<file path="config.mk">
export PLATFORM = sky130hd
export DESIGN_NAME = sram_async_ctrl
export DESIGN_NICKNAME = d
export VERILOG_FILES = /design/src/rtl/sram_ctl_pkg.sv /design/src/rtl/sram_phase_timer.sv /design/src/rtl/sram_lane_gate.sv /design/src/rtl/sram_rd_capture.sv /design/src/rtl/sram_async_ctrl.sv
export SDC_FILE = /design/constraint.sdc
export NUM_CORES = 1
export LEC_CHECK = 0
export ABC_AREA = 0
export BUFFER_PORTS_ARGS = -buffer_cell sky130_fd_sc_hd__buf_2
export CAP_MARGIN = 30
export CORE_MARGIN = 4
export CORE_UTILIZATION = 46
export DETAILED_ROUTE_END_ITERATION = 8
export GPL_TIMING_DRIVEN = 0
export PLACE_DENSITY = 0.8
export SYNTH_ARGS = -nofsm -noshare
export SYNTH_HDL_FRONTEND = slang
export SYNTH_SLANG_ARGS = --single-unit
</file>
<file path="constraint.sdc">
create_clock -name clk -period 1.94 [get_ports clk]
set_input_delay 0.291 -clock clk [delete_from_list [all_inputs] [get_ports clk]]
set_output_delay 0.291 -clock clk [all_outputs]
set_load 0.1 [all_outputs]
</file>
<file path="src/rtl/sram_ctl_pkg.sv">
package sram_ctl_pkg;

  typedef enum logic [2:0] {
    ST_IDLE,
    ST_WR_PULSE,
    ST_WR_RECOVER,
    ST_RD_ACCESS,
    ST_RD_RELEASE
  } ctl_state_t;

  function automatic int unsigned ns_to_cycles(input int unsigned ns, input int unsigned period_ns);
    return (ns + period_ns - 1) / period_ns;
  endfunction

  function automatic int unsigned max2(input int unsigned a, input int unsigned b);
    return (a > b) ? a : b;
  endfunction

endpackage

</file>
<file path="src/rtl/sram_phase_timer.sv">
module sram_phase_timer #(
  parameter int unsigned CNT_W = 3
) (
  input  logic             clk,
  input  logic             rst_n,
  input  logic             load,
  input  logic [CNT_W-1:0] load_val,
  output logic             expired
);

  logic [CNT_W-1:0] cnt_q;
  logic [CNT_W-1:0] cnt_d;
  logic             cnt_en;

  always_comb begin
    cnt_en = load || (cnt_q != '0);
    cnt_d  = load ? load_val : cnt_q - 1'b1;
  end

  always_ff @(posedge clk or negedge rst_n) begin
    if (!rst_n) begin
      cnt_q <= '0;
    end else if (cnt_en) begin
      cnt_q <= cnt_d;
    end
  end

  assign expired = (cnt_q == '0);

  // a phase is never restarted before its count has run out
  AST_LOAD_WHEN_DONE: assert property (@(posedge clk) disable iff (!rst_n)
    load |-> expired);

endmodule

</file>
<file path="src/rtl/sram_lane_gate.sv">
module sram_lane_gate #(
  parameter int unsigned LANES = 2
) (
  input  logic             active,
  input  logic [LANES-1:0] sel,
  output logic [LANES-1:0] lane_n
);

  for (genvar l = 0; l < LANES; l++) begin : g_lane
    assign lane_n[l] = ~(active & sel[l]);
  end

endmodule

</file>
<file path="src/rtl/sram_rd_capture.sv">
module sram_rd_capture #(
  parameter int unsigned DATA_W = 16
) (
  input  logic                clk,
  input  logic                rst_n,
  input  logic                capture,
  input  logic [DATA_W/8-1:0] sel,
  input  logic [DATA_W-1:0]   dq_in,
  output logic                valid,
  output logic [DATA_W-1:0]   rdata
);

  localparam int unsigned LANES = DATA_W / 8;

  logic [DATA_W-1:0] rdata_d;
  logic              valid_q;

  for (genvar l = 0; l < LANES; l++) begin : g_mask
    assign rdata_d[l*8 +: 8] = sel[l] ? dq_in[l*8 +: 8] : 8'h00;
  end

  always_ff @(posedge clk or negedge rst_n) begin
    if (!rst_n) begin
      rdata <= '0;
    end else if (capture) begin
      rdata <= rdata_d;
    end
  end

  always_ff @(posedge clk or negedge rst_n) begin
    if (!rst_n) begin
      valid_q <= 1'b0;
    end else begin
      valid_q <= capture;
    end
  end

  assign valid = valid_q;

  AST_RSP_ONE_CYCLE: assert property (@(posedge clk) disable iff (!rst_n)
    valid |=> !valid);

endmodule

</file>
<file path="src/rtl/sram_async_ctrl.sv">
module sram_async_ctrl
  import sram_ctl_pkg::*;
#(
  parameter int unsigned ADDR_W           = 17,
  parameter int unsigned DATA_W           = 16,
  parameter int unsigned CLK_PERIOD_NS    = 20,
  parameter int unsigned T_WE_PULSE_NS    = 85,
  parameter int unsigned T_SEL_TO_END_NS  = 100,
  parameter int unsigned T_ADDR_TO_END_NS = 100,
  parameter int unsigned T_DATA_SETUP_NS  = 60,
  parameter int unsigned T_WCYCLE_NS      = 120,
  parameter int unsigned T_RCYCLE_NS      = 120,
  parameter int unsigned T_OE_ACCESS_NS   = 80,
  parameter int unsigned T_RELEASE_HZ_NS  = 45
) (
  input  logic                clk,
  input  logic                rst_n,
  input  logic                req_valid,
  output logic                req_ready,
  input  logic                req_write,
  input  logic [ADDR_W-1:0]   req_addr,
  input  logic [DATA_W-1:0]   req_wdata,
  input  logic [DATA_W/8-1:0] req_mask,
  output logic                rsp_valid,
  output logic [DATA_W-1:0]   rsp_rdata,
  output logic [ADDR_W-1:0]   mem_addr,
  output logic                mem_cs_n,
  output logic                mem_oe_n,
  output logic                mem_we_n,
  output logic [DATA_W/8-1:0] mem_lane_n,
  output logic [DATA_W-1:0]   mem_dq_out,
  output logic                mem_dq_oe,
  input  logic [DATA_W-1:0]   mem_dq_in
);

  localparam int unsigned LANES    = DATA_W / 8;
  localparam int unsigned WR_CYC   = max2(max2(ns_to_cycles(T_WE_PULSE_NS, CLK_PERIOD_NS),
                                               ns_to_cycles(T_SEL_TO_END_NS, CLK_PERIOD_NS)),
                                          max2(ns_to_cycles(T_ADDR_TO_END_NS, CLK_PERIOD_NS),
                                               ns_to_cycles(T_DATA_SETUP_NS, CLK_PERIOD_NS)));
  localparam int unsigned WC_CYC   = ns_to_cycles(T_WCYCLE_NS, CLK_PERIOD_NS);
  localparam int unsigned WREC_CYC = (WC_CYC > WR_CYC) ? WC_CYC - WR_CYC : 1;
  localparam int unsigned RD_CYC   = max2(ns_to_cycles(T_RCYCLE_NS, CLK_PERIOD_NS),
                                          ns_to_cycles(T_OE_ACCESS_NS, CLK_PERIOD_NS));
  localparam int unsigned HZ_CYC   = max2(ns_to_cycles(T_RELEASE_HZ_NS, CLK_PERIOD_NS), 1);
  localparam int unsigned MAX_CYC  = max2(max2(WR_CYC, WREC_CYC), max2(RD_CYC, HZ_CYC));
  localparam int unsigned CNT_W    = $clog2(MAX_CYC + 1);

  ctl_state_t          state_q, state_d;
  logic                accept;
  logic                tmr_load;
  logic [CNT_W-1:0]    tmr_val;
  logic                tmr_done;
  logic                capture;
  logic                sel_active;
  logic [ADDR_W-1:0]   addr_q;
  logic [DATA_W-1:0]   wdata_q;
  logic [LANES-1:0]    mask_q;

  assign req_ready = (state_q == ST_IDLE);
  assign accept    = req_valid && req_ready;

  // next-state process
  always_comb begin
    state_d  = state_q;
    tmr_load = 1'b0;
    tmr_val  = '0;
    capture  = 1'b0;
    unique case (state_q)
      ST_IDLE: begin
        if (req_valid) begin
          tmr_load = 1'b1;
          if (req_write) begin
            state_d = ST_WR_PULSE;
            tmr_val = CNT_W'(WR_CYC - 1);
          end else begin
            state_d = ST_RD_ACCESS;
            tmr_val = CNT_W'(RD_CYC - 1);
          end
        end
      end
      ST_WR_PULSE: begin
        if (tmr_done) begin
          state_d  = ST_WR_RECOVER;
          tmr_load = 1'b1;
          tmr_val  = CNT_W'(WREC_CYC - 1);
        end
      end
      ST_WR_RECOVER: begin
        if (tmr_done) state_d = ST_IDLE;
      end
      ST_RD_ACCESS: begin
        if (tmr_done) begin
          state_d  = ST_RD_RELEASE;
          capture  = 1'b1;
          tmr_load = 1'b1;
          tmr_val  = CNT_W'(HZ_CYC - 1);
        end
      end
      ST_RD_RELEASE: begin
        if (tmr_done) state_d = ST_IDLE;
      end
      default: state_d = ST_IDLE;
    endcase
  end

  // state register
  always_ff @(posedge clk or negedge rst_n) begin
    if (!rst_n) begin
      state_q <= ST_IDLE;
    end else begin
      state_q <= state_d;
    end
  end

  // request holding registers, loaded only on acceptance
  always_ff @(posedge clk or negedge rst_n) begin
    if (!rst_n) begin
      addr_q  <= '0;
      wdata_q <= '0;
      mask_q  <= '0;
    end else if (accept) begin
      addr_q  <= req_addr;
      wdata_q <= req_wdata;
      mask_q  <= req_mask;
    end
  end

  sram_phase_timer #(.CNT_W(CNT_W)) i_timer (
    .clk      (clk),
    .rst_n    (rst_n),
    .load     (tmr_load),
    .load_val (tmr_val),
    .expired  (tmr_done)
  );

  // strobes decoded from the registered state only
  assign sel_active = (state_q == ST_WR_PULSE) || (state_q == ST_RD_ACCESS);
  assign mem_cs_n   = ~sel_active;
  assign mem_we_n   = (state_q != ST_WR_PULSE);
  assign mem_oe_n   = (state_q != ST_RD_ACCESS);
  assign mem_dq_oe  = (state_q == ST_WR_PULSE);
  assign mem_addr   = addr_q;
  assign mem_dq_out = wdata_q;

  sram_lane_gate #(.LANES(LANES)) i_lanes (
    .active (sel_active),
    .sel    (mask_q),
    .lane_n (mem_lane_n)
  );

  sram_rd_capture #(.DATA_W(DATA_W)) i_capture (
    .clk     (clk),
    .rst_n   (rst_n),
    .capture (capture),
    .sel     (mask_q),
    .dq_in   (mem_dq_in),
    .valid   (rsp_valid),
    .rdata   (rsp_rdata)
  );

  AST_IDLE_LINES_HIGH: assert property (@(posedge clk) disable iff (!rst_n)
    req_ready |-> (mem_cs_n && mem_oe_n && mem_we_n && (&mem_lane_n) && !mem_dq_oe));

  AST_WE_OE_EXCLUSIVE: assert property (@(posedge clk) disable iff (!rst_n)
    !(!mem_we_n && !mem_oe_n));

  AST_WR_PULSE_STABLE: assert property (@(posedge clk) disable iff (!rst_n)
    (!mem_we_n && !$past(mem_we_n)) |-> ($stable(mem_addr) && $stable(mem_dq_out)));

  AST_NO_BUS_FIGHT: assert property (@(posedge clk) disable iff (!rst_n)
    !mem_oe_n |-> !mem_dq_oe);

  AST_RELEASE_GAP: assert property (@(posedge clk) disable iff (!rst_n)
    $rose(mem_oe_n) |-> (!mem_dq_oe ##1 !mem_dq_oe));

  AST_RSP_AFTER_READ: assert property (@(posedge clk) disable iff (!rst_n)
    $rose(rsp_valid) |-> $rose(mem_oe_n));

endmodule

</file>
# Word level (Yosys, flattened, before mapping)
# Cells that the tools add are included.
# op_classes
n_addsub,1
n_eq_ne,10
n_mux,17
bitwise_logic,5
n_reduce_logical,9
# ops
operator,n
$mux W3,6
$mux W8,2
$pmux W3 S4,1
$eq A3 B2 Y1 const B,2
$logic_not A3 Y1,2
$ne A2 B1 Y1 const B,3
$pmux W3 S2,1
$mux W1,4
$mux W2,2
$reduce_and A4 Y1,1
$reduce_or A2 Y1,2
$eq A3 B1 Y1 const B,1
$eq A3 B3 Y1 const B,1
$ne A3 B1 Y1 const B,1
$ne A3 B2 Y1 const B,1
$not A1 Y1,3
$reduce_bool A3 Y1,1
$sub A3 B1 Y3 const B,1
$and A1 B1 Y1,2
$logic_or A1 B1 Y1,2
$ne A2 B2 Y1 const B,1
$pmux W1 S2,1
$logic_and A1 B1 Y1,1
# totals
reg_bits,58
out_inout_bits,57
elab_cells,49

# Longest topological paths before layout
# Gate-level depths: netlist (run 1).
# depth
word_depth,4
depth_mapped,6

# By module
# Synthesis (run 1) repeated with hierarchy kept, for this count alone.
# hier_totals
cells_unflattened,190
area_unflattened_um2,2527.4
# modules_own_cells
module,n_inst,cells_each,area_per_inst_um2
sram_async_ctrl,1,97,1646.6
sram_rd_capture,1,70,673.1
sram_phase_timer,1,21,200.2
sram_lane_gate,1,2,7.5

# Worst setup path after synthesis (run 1)
# OpenSTA, ideal clock, no wires.
# synth_timing
path_type,register -> output
from,register state_q[2]
to,output port mem_we_n
t_arrival_ns,3.510
required_time_ns,1.649
slack_ns,-1.861
path_stages_with_launch,5
n_path_buf,0
cell_sequence,dfrtp_1 > and2b_1 > inv_1 > nor2_1 > inv_1
# synth_between
elab_chain_len,1
# synth_rtl
element,line,rtl
start: declaration,sram_async_ctrl.sv:49,"ctl_state_t state_q, state_d;"
start signal: assignment,sram_async_ctrl.sv:112,state_q <= state_d;
$ne A3 B1 Y1,sram_async_ctrl.sv:140,assign mem_we_n = (state_q != ST_WR_PULSE);
end: declaration,sram_async_ctrl.sv:29,"output logic mem_we_n,"
# Every way passes these cells.

# Final worst setup path (run 1)
# layout_timing
from,register state_q[1]
to,output port mem_oe_n
# layout_between
elab_chain_len,1
# layout_rtl
element,line,rtl
$ne A3 B2 Y1,sram_async_ctrl.sv:141,assign mem_oe_n = (state_q != ST_RD_ACCESS);
end: declaration,sram_async_ctrl.sv:28,"output logic mem_oe_n,"
# Every way passes these cells.

==> results of run 1 <==
==> how the worst max path moves through the flow <==
stage / cells past startpoint / end / startpoint
floorplan: 4 / mem_we_n / state_q[2]
global placement: 4 / mem_oe_n / state_q[1]
detailed placement: 4 / mem_oe_n / state_q[1]
CTS: 4 / mem_oe_n / state_q[1]
global route: 4 / mem_oe_n / state_q[1]
finish: 4 / mem_oe_n / state_q[1]
==> worst reg2reg max path, cell delays in order (launching register included) <==
cell and delay, ps:
sky130_fd_sc_hd__dfrtp_1 390, sky130_fd_sc_hd__inv_1 110, sky130_fd_sc_hd__ha_1 210, sky130_fd_sc_hd__nor2b_1 290, sky130_fd_sc_hd__nand3_2 210, sky130_fd_sc_hd__clkbuf_1 260
sky130_fd_sc_hd__o21ai_0 230
==> metal layers <==
| layer | vias up | part of all wire (%) |
|---|---|---|
| met5 | - | 0 |
| met4 | 0 | 1.2 |
| met3 | 7 | 8.7 |
| met2 | 81 | 49 |
| met1 | 894 | 41 |
| li1 | 893 | - |
==> area by class of cell <==
cell class                      count  area share [%]
Clock buffer                       11            4.65
Buffer                             11            1.58
Multi-Input combinational cell    111            25.3
Clock inverter                      3            1.23
Inverter                            7           0.807
Sequential cell                    58            44.6
Tap cell                           67            2.57
Timing Repair Buffer              116            19.2
==> registers in the layout, indices dropped and copies added (netlist names) <==
name and flops:
i_timer.cnt_q 3, mem_addr 17, i_capture.valid 1, mem_dq_out 16
state_q 3, i_capture.rdata 16, mask_q 2
==> layout by cell type (no fill, tap or decap), drive strengths merged, types with 2 or more instances in the layout <==
| cell type | synthesis | layout |
|---|---|---|
| nand2 | 19 | 19 |
| dfrtp | 58 | 58 |
| mux2 | 35 | 35 |
| a21oi | 3 | 3 |
| buf | 7 | 123 |
| ha | 2 | 2 |
| o21ai | 33 | 33 |
| inv | 7 | 7 |
| clkinv | 0 | 2 |
| nor2 | 2 | 2 |
| clkbuf | 4 | 15 |
| nand3b | 2 | 2 |
| nand3 | 3 | 3 |
| nor3 | 2 | 2 |
==> repair_timing <==
item / 4_1_cts / 5_1_grt
hold buffers: 0 / 0
setup buffers: 0 / 4
pin swaps: 1 / 0
gates resized for setup: 8 / 1
setup endpoints to repair: 4 / 6
==> logic make-up (layout without fill, tap and decap cells) <==
group,after synthesis,after routing,share of synthesized area [%]
DFF,58,58,62.1
AOI/OAI and AO/OA,39,39,8.61
muxes,35,35,16.9
and+or+nand+nor,35,35,8.13
buffers and inverters,18,148,3.26
adders and majority gates,2,2,1.07
==> per-stage QoR <==
stage / std cells / TNS (ps) / hold slack, ps
detailed placement: 366 / 0 / 378
global route: 384 / -45.6 / 53.0
finish: 384 / 0 / 11.6
CTS: 380 / 0 / 32.0
global placement: 365 / 0 / 484
floorplan: 187 / -1010 / -4.59
==> reports/metrics.yaml, run 1 <==
pre_cts_ws_ps: 156
num_rows: 25
finalSetupViolations: 0
total_gr_overflow: 0
synthArstFlopShare_pct: 100
post-synth-top-count-cell: "sky130_fd_sc_hd__dfrtp_1"
yosys-top-cells-area: "sky130_fd_sc_hd__dfrtp_1, sky130_fd_sc_hd__mux2_2, sky130_fd_sc_hd__o21ai_0"
max_slew_margin_pct: 54.0
synth_ff_type: "sky130_fd_sc_hd__dfrtp_1"
post_synth_inst_count: 187
start_util_pct: 48.5
drtAntennaViolNets: 0
timing.final.crit_share_pct: 98.0
grtUsageMet3_pct: 4.99
critical_path_arrival_ps: 1610
reg2reg_slack_ps: 150
port_buffer_cells: 111
gpl.final_weighted_congestion: 0.776
required_arrival_time_at_the_worst_endpoint_ps: 1650
critical_path_class: "flip-flop to output port"
top_usage_layer: "met2"
synth.top_cells.by_count: "sky130_fd_sc_hd__dfrtp_1, sky130_fd_sc_hd__mux2_2, sky130_fd_sc_hd__o21ai_0"
first_pass_iters: 3
grt_use_total_pct: 18.5
crit_buf_inv: 3
fin_hold_viols: 0
maximum_number_of_pins_on_one_net_before_global_route_repair: 32
die_h_um: 79.3
global_route.usage.met1_pct: 23.5
share_of_synthesized_area_occupied_by_flip_flops_and_latches_pct: 62.1
dr.first_iter.drc_count: 90
cpPeakStageDelay_ps: 350
status: "complete, no violations"
synth-warning-count: 0
ff_latch_area_mm2: 0.00145
clkTransAtPathRegs_ps: 60
placeableCoreArea_mm2: 0.00482
multi_input_area_um2: 825
min_path_type: "input pin to asynchronous set/reset pin"
final_util_pct: 67.6
first_global_vias: 1978
synth_enable_flop_cells: 0
die_w_um: 79.3
grt_first_pass_wirelength_mm: 8.91
grt_antenna_before_repair: 0
grt_use_met2_pct: 29.5
layout-area-overhead-vs-synth_pct: 39.3
finalCriticalPeriod_ps: 1900
max_cap_viols: 0
tritoncts: "done"
routed_via_density: 4.88
worstMarginPinSlew_ps: 690
max_clock_freq_mhz: 526
synth_top_cell_by_area: "sky130_fd_sc_hd__dfrtp_1"
mappedNetlistArea_mm2: 0.00234
portion_of_synthesized_cell_area_occupied_by_the_leading_cell_type_pct: 62.1
clock_tree.root_cell: "sky130_fd_sc_hd__clkbuf_8"
final_net_count: 371
stdcell_area_mm2: 0.00326
detail_route.drc_violations: 0
finalWorstSetupSlack_ps: 39.4
detailroute.via_count: 1875
ys_ff_latch: 58
dp_hpwl_mm: 4.16
post_route_cells_drive_above_1_share_pct: 55.8
reg2reg_depth: 6
worst_r2r_startpoint: "i_timer.cnt_q[0]"
design.portCount: 112
postSynthNetCount: 244
layout.filler_cells: 398
detailed_place.area_mm2: 0.00301
cts_made_buffers: 9
antennaDiodeCount: 0
avgRoutedWirePerCell_um: 14.3
clkLatencyLatePin_ps: 320
clock_sinks: 58
cp_max_fo: 10
slowest_stage: "sky130_fd_sc_hd__dfrtp_1"
yosysUniqueCellTypes: 26
cts_buffer_depth: 2
detail_route.wirelength_mm: 5.51
worst_setup_end_kind: "output port"
synthesis.area_per_instance_um2: 12.5
timing.critical_path.from_type: "flip-flop"
timing_max_transition_violations_final: 0
fin_skew_ps: 7.06
path_cells: "buf_2 -> nand3b_1 -> clkbuf_2 -> buf_6"
floorplan.die_area_mm2: 0.00629
cpLargestDelayFamily: "buffers and inverters"
worst_r2r_endpoint: "i_capture.rdata[5]"
cts-htree-levels: 3
Power of run 1 is left out: the tool's default activity adds up to more than one toggle a clock period on the data nets, which glitch-free logic cannot reach.
==> run 2: changes to the inputs <==
--- a/config.mk
+++ b/config.mk
@@ -9,10 +9,11 @@
 export BUFFER_PORTS_ARGS = -buffer_cell sky130_fd_sc_hd__buf_2
 export CAP_MARGIN = 30
 export CORE_MARGIN = 4
-export CORE_UTILIZATION = 46
+export CORE_UTILIZATION = 48
 export DETAILED_ROUTE_END_ITERATION = 8
 export GPL_TIMING_DRIVEN = 0
-export PLACE_DENSITY = 0.8
+export PLACE_DENSITY = 0.83
 export SYNTH_ARGS = -nofsm -noshare
 export SYNTH_HDL_FRONTEND = slang
 export SYNTH_SLANG_ARGS = --single-unit
+export TNS_END_PERCENT = 100
==> constraint.sdc (replaced) <==
create_clock -name clk -period 2.19 [get_ports clk]
set_input_delay 0.3285 -clock clk [delete_from_list [all_inputs] [get_ports clk]]
set_output_delay 0.3285 -clock clk [all_outputs]
set_load 0.1 [all_outputs]
==> reports/metrics.yaml, run 2 (synthesis gave the netlist of run 1 again) <==
grt_use_total_pct: 19.5
critical_path_class: "flip-flop to output port"
max_clock_freq_mhz: 476
first_global_vias: 1928
critical_path_arrival_ps: 1770
cts_made_buffers: 9
timing.final.crit_share_pct: 95.9
cts.repair.resized: 1
grt_setup_unrepaired: "false"
cts-htree-levels: 3
design.portCount: 112
path_cells: "and2b_1 -> inv_1 -> nor2_4 -> inv_1 -> buf_2"
grt_first_pass_wirelength_mm: 9.13
timing.critical_path.mode_cell: "sky130_fd_sc_hd__inv_1"
placeableCoreArea_mm2: 0.00472
grt_antenna_before_repair: 0
cts_buffer_depth: 2
die_w_um: 77.8
post_route_cells_drive_above_1_share_pct: 54.6
routed_via_density: 4.95
num_rows: 25
post-cts-setup-buffer-count: 0
final_net_count: 367
final_cell_mix: "sky130_fd_sc_hd__buf_2, sky130_fd_sc_hd__dfrtp_1, sky130_fd_sc_hd__mux2_2"
worstMarginPinSlew_ps: 694
largest_register_ffs: 17
clkLatencyLatePin_ps: 320
detail_route.wirelength_mm: 5.66
total_gr_overflow: 0
min_path_type: "input pin to asynchronous set/reset pin"
required_arrival_time_at_the_worst_endpoint_ps: 1860
clock_sinks: 58
timing.critical_path.from_type: "flip-flop"
cpPeakStageDelay_ps: 480
worst_setup_end_kind: "output port"
fin_skew_ps: 4.12
antennaDiodeCount: 0
clkTransAtPathRegs_ps: 60
avgRoutedWirePerCell_um: 14.8
stdcell_area_mm2: 0.00322
floorplan.die_area_mm2: 0.00605
maximum_number_of_pins_on_one_net_before_global_route_repair: 31
start_util_pct: 49.5
mostFrequentLayoutCell: "sky130_fd_sc_hd__buf_2"
die_h_um: 77.8
detail_route.drc_violations: 0
first_pass_iters: 4
max_cap_viols: 0
clock_tree.root_cell: "sky130_fd_sc_hd__clkbuf_8"
status: "complete, no violations"
setup_total_negative_slack_ps: 0
dp_hpwl_mm: 4.13
layout.filler_cells: 382
fin_hold_viols: 0
cp_max_fo: 6
finalWorstSetupSlack_ps: 89.7
layout-area-overhead-vs-synth_pct: 37.6
detailed_place.area_mm2: 0.00301
finalSetupViolations: 0
ff_latch_area_mm2: 0.00145
max_slew_margin_pct: 53.7
hold_buffers: 0
drtAntennaViolNets: 0
tritoncts: "done"
cpLargestDelayFamily: "buffers and inverters"
timing_max_transition_violations_final: 0
crit_buf_inv: 3
dr.first_iter.drc_count: 106
finalCriticalPeriod_ps: 2100
pre_cts_ws_ps: 274
slowest_stage: "sky130_fd_sc_hd__dfrtp_1"
gpl.final_weighted_congestion: 0.733
multi_input_area_um2: 823
port_buffer_cells: 111
detailroute.via_count: 1889
-- run 2: cell types whose count changed in the layout (fill, tap and decap cells not counted), sizes merged --
cell,previous run,this run
buf,123,118
bufinv,1,0
clkbuf,15,20
clkinv,2,1
-- run 2: metal layers --
| metal | vias up | global-route usage [%] | share of wire, % |
|---|---|---|---|
| met5 | - | 0 | 0 |
| met4 | 0 | 9.07 | 1.6 |
| met3 | 9 | 5.68 | 6.7 |
| met2 | 71 | 32.1 | 52 |
| met1 | 915 | 23.5 | 40 |
| li1 | 894 | - | - |
-- run 2: layout make-up --
class	instances	share of cell area [%]
well taps	67	2.60
clock buffers	15	6.10
clock inverters	1	0.156
inverters	7	0.816
multi-input cells	111	25.6
repair buffers	112	18.0
plain buffers	11	1.59
flip-flops and latches	58	45.1
-- run 2: stage by stage --
stage                     hold WS [ps]  instances  util (%)
after floorplan                   32.9        187         -
after CTS                         55.5        382      68.1
after detailed placement           403        366      63.7
after global routing              91.0        382      68.1
final                             50.4        382      68.1
after global placement             483        365      63.3
-- run 2: worst paths after layout --
check	start	to	slack, ps	cells past startpoint
min in group clk	req_write	i_timer.cnt_q[0]	220	2
max in group asynchronous	rst_n	mem_addr[15]	1540	2
hold / removal	rst_n	i_timer.cnt_q[0]	50	1
setup reg to reg	state_q[1]	mem_addr[2]	420	4
hold reg to reg	mem_addr[10]	mem_addr[10]	500	1
setup / recovery	state_q[2]	mem_we_n	90	5
-- run 2: worst reg2reg max path, stage by stage (launching register included) --
cell and delay, ps:
sky130_fd_sc_hd__dfrtp_1 350, sky130_fd_sc_hd__buf_2 190, sky130_fd_sc_hd__nor4b_4 410, sky130_fd_sc_hd__buf_2 330
sky130_fd_sc_hd__mux2_2 370
Power of run 2 is left out for the same reason.
